<file path="src/rtl/rxr_pkg.sv">
// Shared definitions for the receive ring writer.
// Assumes: header layout is fixed at 16-bit length over 16-bit status.
package rxr_pkg;
    typedef enum logic [2:0] {
        S_IDLE,   // waiting for a first byte
        S_FILL,   // copying frame bytes
        S_TAIL,   // writing the held word of a one-byte frame
        S_SEAL,   // writing the final header
        S_DROP    // discarding the rest of a refused frame
    } rxr_state_e;

    typedef struct packed {
        logic crc;
        logic align;
        logic sym;
    } rxr_err_t;

    localparam logic [15:0] BUSY_MARK = 16'hFFF0;
    localparam int ST_OK    = 0;
    localparam int ST_CRC   = 1;
    localparam int ST_ALIGN = 2;
    localparam int ST_RUNT  = 3;
    localparam int ST_GIANT = 4;
    localparam int ST_SYM   = 5;
endpackage

</file>
<file path="src/rtl/rxr_space.sv">
// Free-space and empty computation for the ring.
// Assumes: AW >= 5; the host register is the consumer position minus 16.
// The consumer position is rounded down to a word, which can only shrink free space.
module rxr_space #(
    parameter int AW = 13
) (
    input  logic [AW-1:0] wr_pos,
    input  logic [AW-1:0] host_rd,
    output logic [AW-1:0] rd_pos,
    output logic [AW:0]   free_bytes,
    output logic          empty
);
    localparam logic [AW:0]   CAP  = (AW+1)'(1) << AW;
    localparam logic [AW-1:0] BIAS = AW'(16);

    logic [AW-1:0] used;

    // Consumer position, unread bytes, free bytes and the empty flag.
    always_comb begin
        rd_pos     = (host_rd + BIAS) & ~AW'(3);
        used       = wr_pos - rd_pos;
        free_bytes = CAP - (AW+1)'(4) - {1'b0, used};
        empty      = (rd_pos == wr_pos);
    end
endmodule

</file>
<file path="src/rtl/rxr_packer.sv">
// Gathers frame bytes into little-endian 32-bit words.
// Assumes: 'start' is high with the first byte of each frame, so the count restarts there.
module rxr_packer #(
    parameter int CNT_W = 16
) (
    input  logic             clk,
    input  logic             rst_n,
    input  logic             take,
    input  logic             start,
    input  logic [7:0]       data,
    output logic [31:0]      word_now,
    output logic [31:0]      word_held,
    output logic [CNT_W-1:0] cnt,
    output logic [1:0]       lane
);
    logic [31:0] acc_q;

    // Lane of the current byte and the word it completes.
    always_comb begin
        lane = start ? 2'd0 : cnt[1:0];
        word_now = (lane == 2'd0) ? 32'h0 : acc_q;
        word_now[8*lane +: 8] = data;
    end

    assign word_held = acc_q;

    // Hold the partial word and count accepted bytes.
    always_ff @(posedge clk) begin
        if (!rst_n) begin
            acc_q <= '0;
            cnt   <= '0;
        end else if (take) begin
            acc_q <= word_now;
            cnt   <= start ? CNT_W'(1) : cnt + CNT_W'(1);
        end
    end

    // Byte count moves by exactly one per accepted byte.
    AST_CNT_STEP: assert property (@(posedge clk) disable iff (!rst_n)
        (take && !start) |=> (cnt == $past(cnt) + CNT_W'(1)));
endmodule

</file>
<file path="src/rtl/rxr_status.sv">
// Builds the final header word from the byte count and the sampled error flags.
// Assumes: the length already includes the CRC bytes.
module rxr_status
    import rxr_pkg::*;
#(
    parameter int CNT_W   = 16,
    parameter int MIN_LEN = 64,
    parameter int MAX_LEN = 1518
) (
    input  logic [CNT_W-1:0] len,
    input  rxr_err_t         err,
    output logic [31:0]      hdr
);
    logic runt, giant;

    // Length classes and the packed header.
    always_comb begin
        runt  = 32'(len) < 32'(MIN_LEN);
        giant = 32'(len) > 32'(MAX_LEN);
        hdr = '0;
        hdr[31:16]    = 16'(len);
        hdr[ST_CRC]   = err.crc;
        hdr[ST_ALIGN] = err.align;
        hdr[ST_RUNT]  = runt;
        hdr[ST_GIANT] = giant;
        hdr[ST_SYM]   = err.sym;
        hdr[ST_OK]    = !(err.crc || err.align || runt || giant || err.sym);
    end
endmodule

</file>
<file path="src/rtl/rx_ring_writer.sv">
// Receive ring writer: packs frames, each behind a header word, into a circular region.
// Assumes: the memory accepts one word write per cycle; the host only moves its read
// register forward over committed frames; BUF_AW >= 5.
module rx_ring_writer
    import rxr_pkg::*;
#(
    parameter int BUF_AW  = 13,
    parameter int CNT_W   = 16,
    parameter int MISS_W  = 16,
    parameter int MIN_LEN = 64,
    parameter int MAX_LEN = 1518
) (
    input  logic              clk,
    input  logic              rst_n,
    input  logic              in_valid,
    input  logic [7:0]        in_data,
    input  logic              in_last,
    input  logic              in_crc_err,
    input  logic              in_align_err,
    input  logic              in_sym_err,
    output logic              in_ready,
    output logic              mem_we,
    output logic [BUF_AW-3:0] mem_addr,
    output logic [31:0]       mem_wdata,
    input  logic [BUF_AW-1:0] host_rd_ptr,
    output logic [BUF_AW-1:0] wr_ptr,
    output logic              buf_empty,
    output logic [MISS_W-1:0] missed_cnt
);
    localparam int WA = BUF_AW - 2;
    localparam logic [WA-1:0] ONE_WORD = WA'(1);

    rxr_state_e        state_q, state_d;
    logic [BUF_AW-1:0] wr_q;
    logic [MISS_W-1:0] miss_q;
    rxr_err_t          err_q;

    logic              take, start, fits, miss_inc;
    logic [CNT_W-1:0]  cnt;
    logic [1:0]        lane;
    logic [31:0]       word_now, word_held, hdr_final;
    logic [BUF_AW-1:0] rd_pos;
    logic [BUF_AW:0]   free_b;
    logic [31:0]       cnt_after, rnd_now, rnd_fin, need, free32;
    logic [WA-1:0]     hdr_word;
    logic [BUF_AW-1:0] off_b;

    // Space left between the write and consumer positions.
    rxr_space #(.AW(BUF_AW)) u_space (
        .wr_pos(wr_q), .host_rd(host_rd_ptr),
        .rd_pos(rd_pos), .free_bytes(free_b), .empty(buf_empty)
    );

    // Byte-to-word gathering.
    rxr_packer #(.CNT_W(CNT_W)) u_packer (
        .clk(clk), .rst_n(rst_n), .take(take), .start(start), .data(in_data),
        .word_now(word_now), .word_held(word_held), .cnt(cnt), .lane(lane)
    );

    // Final header contents.
    rxr_status #(.CNT_W(CNT_W), .MIN_LEN(MIN_LEN), .MAX_LEN(MAX_LEN)) u_status (
        .len(cnt), .err(err_q), .hdr(hdr_final)
    );

    assign start    = (state_q == S_IDLE);
    assign in_ready = (state_q == S_IDLE) || (state_q == S_FILL) || (state_q == S_DROP);
    assign take     = in_valid && in_ready;
    assign hdr_word = wr_q[BUF_AW-1:2];
    assign wr_ptr   = wr_q;
    assign missed_cnt = miss_q;

    // Room the frame needs if the current byte is kept, against what is free.
    always_comb begin
        cnt_after = start ? 32'd1 : 32'(cnt) + 32'd1;
        rnd_now   = (cnt_after + 32'd3) & ~32'd3;
        need      = rnd_now + 32'd4;
        free32    = 32'(free_b);
        fits      = (need <= free32);
        rnd_fin   = (32'(cnt) + 32'd3) & ~32'd3;
    end

    // Memory port and next state.
    always_comb begin
        mem_we    = 1'b0;
        mem_addr  = hdr_word;
        mem_wdata = 32'h0;
        miss_inc  = 1'b0;
        state_d   = state_q;
        case (state_q)
            S_IDLE: if (take) begin
                if (!fits) begin
                    miss_inc = in_last;
                    state_d  = in_last ? S_IDLE : S_DROP;
                end else begin
                    mem_we    = 1'b1;
                    mem_wdata = {BUSY_MARK, 16'h0};
                    state_d   = in_last ? S_TAIL : S_FILL;
                end
            end
            S_FILL: if (take) begin
                if (!fits) begin
                    miss_inc = in_last;
                    state_d  = in_last ? S_IDLE : S_DROP;
                end else begin
                    mem_we    = (lane == 2'd3) || in_last;
                    mem_addr  = hdr_word + ONE_WORD + WA'(cnt >> 2);
                    mem_wdata = word_now;
                    if (in_last) state_d = S_SEAL;
                end
            end
            S_TAIL: begin
                mem_we    = 1'b1;
                mem_addr  = hdr_word + ONE_WORD;
                mem_wdata = word_held;
                state_d   = S_SEAL;
            end
            S_SEAL: begin
                mem_we    = 1'b1;
                mem_wdata = hdr_final;
                state_d   = S_IDLE;
            end
            S_DROP: if (take && in_last) begin
                miss_inc = 1'b1;
                state_d  = S_IDLE;
            end
            default: state_d = S_IDLE;
        endcase
    end

    // State, write pointer, missed counter and sampled error flags.
    always_ff @(posedge clk) begin
        if (!rst_n) begin
            state_q <= S_IDLE;
            wr_q    <= '0;
            miss_q  <= '0;
            err_q   <= '0;
        end else begin
            state_q <= state_d;
            if (state_q == S_SEAL)
                wr_q <= wr_q + BUF_AW'(rnd_fin) + BUF_AW'(4);
            if (miss_inc && (miss_q != '1))
                miss_q <= miss_q + MISS_W'(1);
            if (take && in_last)
                err_q <= '{crc: in_crc_err, align: in_align_err, sym: in_sym_err};
        end
    end

    // Offset of each write from the frame's header, for the space check.
    assign off_b = {mem_addr, 2'b00} - wr_q;

    AST_NO_OVERFLOW: assert property (@(posedge clk) disable iff (!rst_n)
        mem_we |-> (32'(off_b) < free32));
    AST_WRPTR_ALIGNED: assert property (@(posedge clk) disable iff (!rst_n)
        wr_q[1:0] == 2'b00);
    AST_PTR_ON_SEAL: assert property (@(posedge clk) disable iff (!rst_n)
        !$stable(wr_q) |-> ($past(mem_we) && ($past(mem_wdata[31:16]) != BUSY_MARK)));
    AST_MARK_FIRST: assert property (@(posedge clk) disable iff (!rst_n)
        ($past(state_q == S_IDLE) && (state_q == S_FILL || state_q == S_TAIL))
        |-> ($past(mem_we) && ($past(mem_wdata) == {BUSY_MARK, 16'h0})));
    AST_SEAL_AFTER_DATA: assert property (@(posedge clk) disable iff (!rst_n)
        (state_q == S_SEAL) |-> ($past(mem_we) && !in_ready));
    AST_MISS_STEP: assert property (@(posedge clk) disable iff (!rst_n)
        (miss_q - $past(miss_q)) <= MISS_W'(1));
endmodule

</file>
<file path="config.mk">
export PLATFORM = sky130hd
export DESIGN_NAME = rx_ring_writer
export DESIGN_NICKNAME = d
export VERILOG_FILES = /design/src/rtl/rxr_pkg.sv /design/src/rtl/rxr_space.sv /design/src/rtl/rxr_packer.sv /design/src/rtl/rxr_status.sv /design/src/rtl/rx_ring_writer.sv
export SDC_FILE = /design/constraint.sdc
export NUM_CORES = 1
export LEC_CHECK = 0
export BUFFER_PORTS_ARGS = -buffer_cell sky130_fd_sc_hd__buf_2
export CAP_MARGIN = 20
export CORE_UTILIZATION = 30
export CTS_CLUSTER_SIZE = 40
export DETAILED_ROUTE_END_ITERATION = 8
export GPL_ROUTABILITY_DRIVEN = 1
export GPL_TIMING_DRIVEN = 1
export MAX_ROUTING_LAYER = met4
export PLACE_DENSITY = 0.49
export SYNTH_ARGS = -nofsm -noshare
export SYNTH_HDL_FRONTEND = slang
export SYNTH_SLANG_ARGS = --single-unit
</file>
<file path="constraint.sdc">
create_clock -name clk -period 10.9 [get_ports clk]
set_input_delay 2.18 -clock clk [delete_from_list [all_inputs] [get_ports clk]]
set_output_delay 2.18 -clock clk [all_outputs]
set_load 0.02 [all_outputs]
</file>
======== Word-level counts from Yosys, hierarchy flattened ========
Cells that the tools add are included.
operators by class
  multiply operators ...................... 0
  $add $sub $neg .......................... 14
  div/mod/pow operators ................... 0
  multiplexer cells ....................... 31
  reduce and logical (&&, ||, !) cells .... 16
  equality and inequality tests ........... 11
  shift operators ......................... 2
  bitwise logic cells ..................... 0
  order comparisons ....................... 3
operator list
  cell                                                    number
  two-way mux 32 bit                                      5
  case mux 32 bit (4 select lines)                        1
  negation 5 -> 34 bit                                    1
  variable shift 8 x 34 -> 32 bit (first input constant)  1
  variable part select 8 x 34 -> 32 bit                   1
  adder 16 x 1 -> 16 bit (second input constant)          2
  bitwise mux 32 bit                                      1
  two-way mux 11 bit                                      2
  case mux 11 bit (2 select lines)                        1
  two-way mux 3 bit                                       7
  adder 18 x 3 -> 19 bit (second input constant)          1
  <= comparator 19 x 14 -> 1 bit                          1
  adder 17 x 2 -> 18 bit (second input constant)          1
  adder 16 x 1 -> 17 bit (second input constant)          1
  two-way mux 17 bit                                      1
  > comparator 16 x 11 -> 1 bit (second input constant)   1
  < comparator 16 x 7 -> 1 bit (second input constant)    1
  two-way mux 16 bit                                      1
  inequality test 16 bit (second input constant)          1
  subtractor 13 x 13 -> 14 bit (first input constant)     1
  adder 13 bit                                            1
  adder 13 x 2 -> 13 bit (second input constant)          1
  adder 13 x 3 -> 13 bit (second input constant)          1
  adder 13 x 5 -> 13 bit (second input constant)          1
  other kinds (23)                                        41
storage, ports and cells
  bits in writable memories ............... 0
  register bits after elaboration ......... 83
  bits in read-only memories .............. 0
  latch bits .............................. 0
  output and inout bits ................... 75
  word-level logic and storage cells ...... 85
  bits of input ports ..................... 28
  memories kept ........................... 0

======== Logic depth before layout (Yosys ltp) ========
Gate-level depths: netlist of the first run.
  depth after elaboration ................. 9
  mapped depth ............................ 29
  mapped depth without buffers ............ 26

======== By module ========
A second synthesis of the first run with hierarchy kept.
second synthesis, totals
  cells, all modules ...................... 1148
  area, all modules ....................... 9017.4 sq um
by module, submodules not included
  module          seq. area each (sq um)  instances  cells each  area each (sq um)
  rx_ring_writer  660.6                   1          691         5331.4
  rxr_packer      960.9                   1          286         2408.6
  rxr_space       0.0                     1          124         933.4
  rxr_status      0.0                     1          47          344.1

======== Least setup slack after synthesis of the first run ========
Ideal clock, no wire load.
  kind .................................... input to output
  start ................................... input port host_rd_ptr[3]
  end ..................................... output port mem_wdata[0]
  setup slack ............................. 2.600 ns
  required time ........................... 8.720 ns
  cell stages on the path ................. 24
  data arrival time ....................... 6.120 ns
  cells stage by stage .................... inv_1 ha_1 nor2b_1 o21ai_0 a21boi_0 o21ai_0 nand2_1 a21o_1 a21oi_1 o21bai_1 a21oi_1 xnor2_1 ha_1 nand3_1 nor3_1 o21a_1 o21ai_0 a2111oi_0 a31o_2 o211a_4 buf_6 buf_2 nand2_1 o21ai_0
on the way
  longest elaborated chain between the ends .. 7
ends and longest elaborated chain
  element                           RTL line               source
  from (decl)                       rx_ring_writer.sv:25   input logic [BUF_AW-1:0] host_rd_ptr,
  adder 13 x 5 -> 13 bit            rxr_space.sv:20        rd_pos = (host_rd + BIAS) & ~AW'(3);
  subtractor 13 bit                 rxr_space.sv:21        used = wr_pos - rd_pos;
  subtractor 13 x 13 -> 14 bit      rxr_space.sv:22        free_bytes = CAP - (AW+1)'(4) - {1'b0, used};
  <= comparator 19 x 14 -> 1 bit    rx_ring_writer.sv:78   fits = (need <= free32);
  two-way mux 32 bit                rx_ring_writer.sv:101  if (!fits) begin
  two-way mux 32 bit                rx_ring_writer.sv:100  S_FILL: if (take) begin
  case mux 32 bit (4 select lines)  rx_ring_writer.sv:89   case (state_q)
  to (decl)                         rx_ring_writer.sv:24   output logic [31:0] mem_wdata,
Every way passes these cells.

======== Worst setup path in the final report of the first run ========
  start ................................... input port host_rd_ptr[3]
  end ..................................... output port mem_addr[2]
on the way
  longest elaborated chain between the ends .. 7
ends and longest elaborated chain
  element                           RTL line               source
  adder 13 x 5 -> 13 bit            rxr_space.sv:20
  subtractor 13 bit                 rxr_space.sv:21
  subtractor 13 x 13 -> 14 bit      rxr_space.sv:22
  <= comparator 19 x 14 -> 1 bit    rx_ring_writer.sv:78
  two-way mux 11 bit                rx_ring_writer.sv:101
  two-way mux 11 bit                rx_ring_writer.sv:100
  case mux 11 bit (2 select lines)  rx_ring_writer.sv:89
  to (decl)                         rx_ring_writer.sv:23   output logic [BUF_AW-3:0] mem_addr,
Every way passes these cells.

==> key figures, run 1 <==
Clock tree
  • Hold buffers post-CTS: 0
  • TritonCTS buffer count: 9
  • Clock slew seen by the registers of the worst setup and hold paths: 0.06 ns
  • Worst-case clock buffer depth: 2
  • TritonCTS clock tree: yes
  • Count of buffers added by post-CTS timing repair for setup: 0
  • CTS H-tree depth: 3
  • Clock tree sinks: a little over 80
  • CTS root buffer: sky130_fd_sc_hd__clkbuf_16
  • Worst-Skew Late Latency: 0.34 ns
  • Count of instances resized after the clock tree is built: 0

Run status
  • Status: complete, no violations

Synthesis
  • Post-Syn Instances: 1061
  • Primary FF master, synth: sky130_fd_sc_hd__dfxtp_1
  • Seq cells post-synth: around 80
  • Yosys cell types: 73
  • Syn Std Cell Area: slightly below 8000 um2
  • Count of yosys warnings during synthesis: 0
  • Post-synth EDFFs: 0
  • Synthesized area per cell: approximately 7.3 um2
  • Share of flip-flops with an asynchronous set or reset: 0
  • Sequential cell area fraction in the yosys report: 0.210

Setup path
  • Largest incremental delay on the critical path: 0.51 ns
  • Crit path buf inv count: 3
  • Number of cells on the worst reg-to-reg path: 26
  • Worst path slowest cell: sky130_fd_sc_hd__a2111o_1
  • Category of the worst setup path capture point: primary output
  • Cell count along the critical path: 24
  • Critical Path Fanout Max: 43
  • Required arrival time at the worst endpoint: between 8 and 9 ns
  • Critical path cell sequence: buf_2, inv_1, ha_1, nor2b_1, o21ai_0, a21boi_0, o21ai_0, nand2_1, a21o_1, a21oi_1, o21bai_1, a21oi_1, xnor2_1, ha_1, nand3_1, nor3_1, nand4b_1, o21ai_0, a2111oi_0, a31o_2, o211a_4, a21oi_1, a2111o_1, buf_2
  • Kind of cell adding the most delay to the critical path: compound AO/OA/AOI/OAI gates
  • Start-to-end type of the worst setup path: in -> out
  • Sort of element at the start of the critical path: input pin
  • Data arrival time of the worst path: approximately 7.1 ns

GRT
  • Global-route wire length before repair: roughly 40000 um
  • Number of global-route vias before repair: roughly 7200
  • Initial antenna violation count: 1
  • GRT Resource Usage Total: 0.196
  • Pin count of the biggest net entering global routing: 57
  • Overflow left after global routing: 0

STA
  • Number of endpoints with negative hold slack in the final report: 0
  • Worst clock skew: 0.00696 ns
  • Final cycle utilization of the critical path: 0.850
  • Achievable frequency: between 100 and 150 MHz
  • Measured slew at the worst slew-check pin: 1.05 ns
  • Final setup vio count: 0
  • Slew headroom: 0.296
  • Max-slew violation count: 0
  • Min Clock Period, post-route: 9.26 ns
  • Setup repair after global routing missed its margin: false
  • Post-route setup TNS: 0 ns

Drt
  • Post-detailed-route wirelength per cell: between 15 and 20 um
  • M1 wire length: ~12000 um
  • Drt via density: around 5.4
  • Routed via count: roughly 8000
  • Initial DRT Pass Iterations: 5
  • Metal3 WL: approximately 1100 um
  • Detailed Route WL: 25100 um
  • First DRT Iteration DRCs: about 420
  • Routed wl met2: 11600 um
  • Top routing layer in use: met4
  • Antenna viol nets, final: 0
  • DRC errors left: 0

Cells and area
  • Fill count: 2722
  • Most common cell after layout, fill and taps aside: sky130_fd_sc_hd__nand2_1
  • Finished Cell Area: approximately 8700 um2
  • Area growth syn-to-layout: 12.9%
  • Net total in the final layout: approximately 1200
  • Layout cells sized above 1: 0.128
  • Final std cells w/o fill: approximately 1500
  • Commonest non-fill, non-tap cells in the layout: sky130_fd_sc_hd__nand2_1, sky130_fd_sc_hd__nor2_1, sky130_fd_sc_hd__buf_2

Floorplan
  • Die area: ~26000 um2
  • Core region area: approximately 25000 um2
  • Number of rows created at floorplan: between 50 and 60
  • Boundary Pins: about 100
  • Die Ht: roughly 160 um
  • Initial Util: 0.306
  • X dimension of the die: between 150 and 200 um

Pwr
  • Worst vdd ir: between 70 and 80 uV
  • Power density over the cells: between 80 and 90 nW/um2
  • Cell leakage power: approximately 3.7 nW
  • Total Power Consumption: between 0.0007 and 0.0008 W

Min path
  • Instance count along the most critical hold path: 2
  • HP Class: reg -> reg

Place
  • Number of buffer cells added on primary ports: 98
  • Dpl cell area: ~8400 um2
  • Weighted congestion at the end of routability-driven global placement: just over 0.8
  • Placed cells: 1435
  • Estimated wirelength of the detail-placed design: between 15000 and 20000 um

Run
  • Max-capacitance violation count: 0
-- worst register-to-register path: cells and delay by family (launching register included) --
family	cells	cell delay, ns
flip-flops	1	0.68
XOR/XNOR	3	0.41
buffers and inverters	1	0.14
AO/OA/AOI/OAI	6	1.36
multiplexers	2	0.40
AND/OR/NAND/NOR	11	1.86
adder cells (fa/ha/maj)	3	0.86
-- final timing paths --
path | from | end | slack [ns]
min reg2reg | u_packer.word_held[7] | u_packer.word_held[7] | 0.46
min | u_packer.word_held[7] | u_packer.word_held[7] | 0.46
max | host_rd_ptr[3] | mem_addr[2] | 1.64
max reg2reg | u_packer.cnt[0] | missed_cnt[1] | 5.07
-- power by group --
group | switching (W) | internal [W] | total, W
clock network | 0.000131 | 0.000177 | 0.000307
logic | 0.0000918 | 0.0000444 | 0.000136
registers | 0.00000899 | 0.000300 | 0.000309
-- synth_stat cells, types with 7 or more instances --
| cell type | count | area, um2 |
|---|---|---|
| sky130_fd_sc_hd__inv_1 | 48 | 180 |
| sky130_fd_sc_hd__a21o_1 | 14 | 105 |
| sky130_fd_sc_hd__o21ai_0 | 44 | 220 |
| sky130_fd_sc_hd__a21oi_1 | 94 | 470 |
| sky130_fd_sc_hd__a22oi_1 | 29 | 218 |
| sky130_fd_sc_hd__clkbuf_1 | 41 | 154 |
| sky130_fd_sc_hd__ha_1 | 63 | 788 |
| sky130_fd_sc_hd__o21a_1 | 7 | 52.6 |
| sky130_fd_sc_hd__or4_1 | 11 | 82.6 |
| sky130_fd_sc_hd__nand2_1 | 132 | 495 |
| sky130_fd_sc_hd__and2_1 | 8 | 50.1 |
| sky130_fd_sc_hd__and3_1 | 12 | 75.1 |
| sky130_fd_sc_hd__a32oi_1 | 10 | 87.6 |
| sky130_fd_sc_hd__nor2b_1 | 18 | 113 |
| sky130_fd_sc_hd__or3_1 | 7 | 43.8 |
| sky130_fd_sc_hd__mux2i_1 | 16 | 160 |
| sky130_fd_sc_hd__nor2_1 | 109 | 409 |
| sky130_fd_sc_hd__nand2b_1 | 11 | 68.8 |
| sky130_fd_sc_hd__nor3_1 | 22 | 110 |
| sky130_fd_sc_hd__nand3_1 | 34 | 170 |
| sky130_fd_sc_hd__o21bai_1 | 11 | 82.6 |
| sky130_fd_sc_hd__xor2_1 | 28 | 245 |
| sky130_fd_sc_hd__nor4_1 | 13 | 81.3 |
| sky130_fd_sc_hd__nand4_1 | 19 | 119 |
| sky130_fd_sc_hd__dfxtp_1 | 81 | 1620 |
| sky130_fd_sc_hd__a211o_1 | 13 | 114 |
| sky130_fd_sc_hd__buf_2 | 11 | 55.1 |
| sky130_fd_sc_hd__xnor2_1 | 49 | 429 |
-- cells by family after synthesis --
group	share of synthesized area
simple gates	0.264
compound gates	0.241
buf+inv	0.0606
flops	0.210
xor+xnor	0.0874
fa+ha+maj	0.110
mux	0.0251
other cells	0.000973
-- final cells by class --
cell class | instances | area (um2) | area share
antenna | 1 | 2.50 | 0.000287
clock buffer | 10 | 229 | 0.0263
clock inverter | 5 | 57.6 | 0.00660
inverter | 49 | 184 | 0.0211
multi-input combinational | 868 | 5640 | 0.647
sequential | 81 | 1620 | 0.186
tap | 330 | 413 | 0.0474
timing repair buffer | 109 | 571 | 0.0655
-- sequential cells by signal, summed over array words and instances, names as in the netlist --
name / count
u_packer.word_held: 32
err_q: 3
u_packer.cnt: 16
missed_cnt: 16
state_q: 3
wr_ptr: 11
-- stage by stage --
step / setup WS, ns / utilization / hold slack, ns
floorplan: 2.60 / - / 0.437
CTS: 1.66 / 0.345 / 0.461
detailed placement: 1.71 / 0.334 / 0.451
global route: 1.15 / 0.346 / 0.476
global placement: 1.67 / 0.334 / 0.448
finish: 1.64 / 0.346 / 0.461
-- metal layers --
layer / up-vias / track usage
met3: 18 / 0.0232
met2: 196 / 0.313
met4: 0 / 0.0390
met1: 3652 / 0.266
li1: 3924 / -
met5: - / -
Power figures use the tool's default switching activity.
==> run 2: changes to the inputs <==
--- a/config.mk
+++ b/config.mk
@@ -5,6 +5,7 @@
 export SDC_FILE = /design/constraint.sdc
 export NUM_CORES = 1
 export LEC_CHECK = 0
+export ABC_AREA = 1
 export BUFFER_PORTS_ARGS = -buffer_cell sky130_fd_sc_hd__buf_2
 export CAP_MARGIN = 20
 export CORE_UTILIZATION = 30
==> constraint.sdc (replaced) <==
create_clock -name clk -period 9.5 [get_ports clk]
set_input_delay 1.9 -clock clk [delete_from_list [all_inputs] [get_ports clk]]
set_output_delay 1.9 -clock clk [all_outputs]
set_load 0.02 [all_outputs]
==> run 2 against run 1 <==
Net effect: cell count grew 15%; via count grew 7.0%; clock power grew 17%; critical path type unchanged; critical endpoint is now mem_wdata[27].
==> key figures, run 2 <==
Clock tree
  • Worst-Skew Late Latency: 0.36 ns
  • TritonCTS clock tree: yes
  • CTS H-tree depth: 3
  • TritonCTS buffer count: 9
  • Hold buffers post-CTS: 0
  • CTS root buffer: sky130_fd_sc_hd__clkbuf_16
  • Count of instances resized after the clock tree is built: 0
  • Worst-case clock buffer depth: 2
  • Count of buffers added by post-CTS timing repair for setup: 0
  • Clock slew seen by the registers of the worst setup and hold paths: 0.08 ns
  • Clock tree sinks: 81

Setup path
  • Required arrival time at the worst endpoint: between 7 and 8 ns
  • Sort of element at the start of the critical path: input pin
  • Data arrival time of the worst path: 6.44 ns
  • Category of the worst setup path capture point: primary output
  • Start-to-end type of the worst setup path: in -> out
  • Largest incremental delay on the critical path: approximately 0.43 ns
  • Critical Path Fanout Max: 19
  • Worst path slowest cell: sky130_fd_sc_hd__nand2_1

Cells and area
  • Fill count: roughly 2900
  • Most common cell after layout, fill and taps aside: sky130_fd_sc_hd__nand2_1
  • Layout cells sized above 1: 0.157
  • Commonest non-fill, non-tap cells in the layout: sky130_fd_sc_hd__nand2_1, sky130_fd_sc_hd__inv_1, sky130_fd_sc_hd__buf_2
  • Area growth syn-to-layout: 12.7%
  • Finished Cell Area: approximately 9200 um2
  • Number of antenna diodes: 0
  • Multi-input gate area: roughly 5600 um2
  • Post-layout util: 0.349
  • Final std cells w/o fill: between 1500 and 2000
  • Area occupied by registers: around 1600 um2
  • Net total in the final layout: around 1400
  • Largest register FFs: 32

Place
  • Estimated wirelength of the detail-placed design: 20000 um
  • Weighted congestion at the end of routability-driven global placement: around 0.84
  • Placed cells: roughly 1700
  • Number of buffer cells added on primary ports: 98
  • Dpl cell area: between 8000 and 9000 um2
  • Post-Place Setup Slack: around 1.1 ns

Synthesis
  • Post-synth EDFFs: 0
  • Most area-hungry cell type in the Yosys netlist: sky130_fd_sc_hd__dfxtp_1
  • Share of the synthesized area in the top cell type: 0.199
  • Primary FF master, synth: sky130_fd_sc_hd__dfxtp_1
  • Yosys cell types: 53
  • Sequential cell area fraction in the yosys report: 0.199
  • Count of yosys warnings during synthesis: 0
  • Synthesized area per cell: roughly 6.5 um2
  • Most common cell in the netlist: sky130_fd_sc_hd__nand2_1
  • Post-Syn Instances: 1257
  • Syn Std Cell Area: ~8200 um2
  • Synth area leaders: sky130_fd_sc_hd__dfxtp_1, sky130_fd_sc_hd__nand2_1, sky130_fd_sc_hd__ha_1
  • Share of flip-flops with an asynchronous set or reset: 0
  • Most instantiated cells after synthesis: sky130_fd_sc_hd__nand2_1, sky130_fd_sc_hd__inv_1, sky130_fd_sc_hd__a21oi_1
  • Seq cells post-synth: 81

Drt
  • Drt via density: approximately 5
  • Initial DRT Pass Iterations: 5
  • Antenna viol nets, final: 0
  • Detailed Route WL: 26000 um
  • Post-detailed-route wirelength per cell: 15.6 um
  • DRC errors left: 0
  • Routed via count: approximately 8300
  • First DRT Iteration DRCs: between 400 and 500

GRT
  • Met1 track demand over resource in global routing: 0.253
  • Global-route wire length before repair: approximately 42000 um
  • Number of global-route vias before repair: 7867
  • Met2 usage: 0.306
  • Overflow left after global routing: 0
  • Most used routing layer: met2
  • Pin count of the biggest net entering global routing: 55
  • GR Layer Usage met3: 0.0266
  • GRT Resource Usage Total: 0.194
  • Initial antenna violation count: 0

Floorplan
  • Number of rows created at floorplan: slightly below 60
  • X dimension of the die: about 170 um
  • Core region area: between 20000 and 30000 um2
  • Boundary Pins: roughly 100
  • Die area: approximately 28000 um2
  • Die Ht: roughly 170 um
  • Initial Util: 0.310

Min path
  • HP Class: reg -> reg

STA
  • Achievable frequency: 120 MHz
  • Post-route setup slack: 1.16 ns
  • Final cycle utilization of the critical path: 0.878
  • Number of endpoints with negative hold slack in the final report: 0
  • Slew headroom: 0.376
  • Final setup vio count: 0
  • Setup repair after global routing missed its margin: false
  • Worst clock skew: ~0.019 ns
  • Post-route setup TNS: 0 ns
  • Max-slew violation count: 0
  • Min Clock Period, post-route: 8.34 ns
  • Measured slew at the worst slew-check pin: 0.935 ns

Run status
  • Status: complete, no violations

Pwr
  • Power density over the cells: ~220 nW/um2
  • Worst vdd ir: 122 uV
  • Cell leakage power: 4.17 nW

Run
  • Max-capacitance violation count: 0
## run 2: cell count changes after synthesis, moves of 13 or more
| cell | change |
|---|---|
| sky130_fd_sc_hd__nor2b_1 | -18 |
| sky130_fd_sc_hd__nand2_1 | +145 |
| sky130_fd_sc_hd__a22oi_1 | -26 |
| sky130_fd_sc_hd__a211o_1 | -13 |
| sky130_fd_sc_hd__xnor2_1 | -30 |
| sky130_fd_sc_hd__xor2_1 | +23 |
| sky130_fd_sc_hd__mux2i_1 | -16 |
| sky130_fd_sc_hd__inv_1 | +114 |
| sky130_fd_sc_hd__nor2_1 | -15 |
| sky130_fd_sc_hd__nand2_2 | +23 |
| sky130_fd_sc_hd__o21ai_0 | +28 |
| sky130_fd_sc_hd__nand3_1 | +42 |
## run 2: final timing paths
check | from | end | slack (ns) | cells after the start
worst min-delay path | u_packer.word_held[13] | u_packer.word_held[13] | 0.47 | 2
worst max-delay path | host_rd_ptr[4] | mem_wdata[27] | 1.16 | 25
worst min register to register | u_packer.word_held[13] | u_packer.word_held[13] | 0.47 | 2
worst max register to register | state_q[2] | state_q[0] | 4.26 | 25
## run 2: kinds of logic (layout without fill, tap and decap cells)
family                   Yosys count  count (layout)  synth area share
other                              2               3          0.000920
AO/OA/AOI/OAI                    252             252             0.184
AND/OR/NAND/NOR                  565             565             0.327
XOR/XNOR                          70              70            0.0751
flip-flops                        81              81             0.199
buffers and inverters            221             297             0.110
adder cells (fa/ha/maj)           66              66             0.104
## run 2: layout make-up
type / instances / share of cell area
Multi-Input combinational cell: 956 / 0.615
Sequential cell: 81 / 0.176
Inverter: 176 / 0.0719
Timing Repair Buffer: 105 / 0.0591
Tap cell: 335 / 0.0456
Clock buffer: 9 / 0.0245
Clock inverter: 7 / 0.00790
## run 2: report_power, final
part / internal, W / switching, W
clock: 0.000186 / 0.000174
sequential: 0.000386 / 0.0000847
combinational: 0.000343 / 0.000844
## run 2: critical path: cells and delay by family
| kind | cells | cell delay (ns) |
|---|---|---|
| simple gates | 11 | 1.77 |
| compound gates | 7 | 1.30 |
| fa+ha+maj | 3 | 0.91 |
| buf+inv | 3 | 0.40 |
| xor+xnor | 1 | 0.17 |
## run 2: metrics by stage
step	power [W]	hold slack, ns
global placement	0.00167	0.453
floorplan	0.00132	0.444
CTS	0.00204	0.469
global route	0.00218	0.486
detailed placement	0.00167	0.455
finish	0.00202	0.467
## run 2: per-layer routing
| layer | share of wire | up-vias |
|---|---|---|
| met2 | 0.45 | 202 |
| li1 | - | 4311 |
| met5 | 0 | - |
| met4 | 0.024 | 0 |
| met1 | 0.48 | 3795 |
| met3 | 0.045 | 31 |
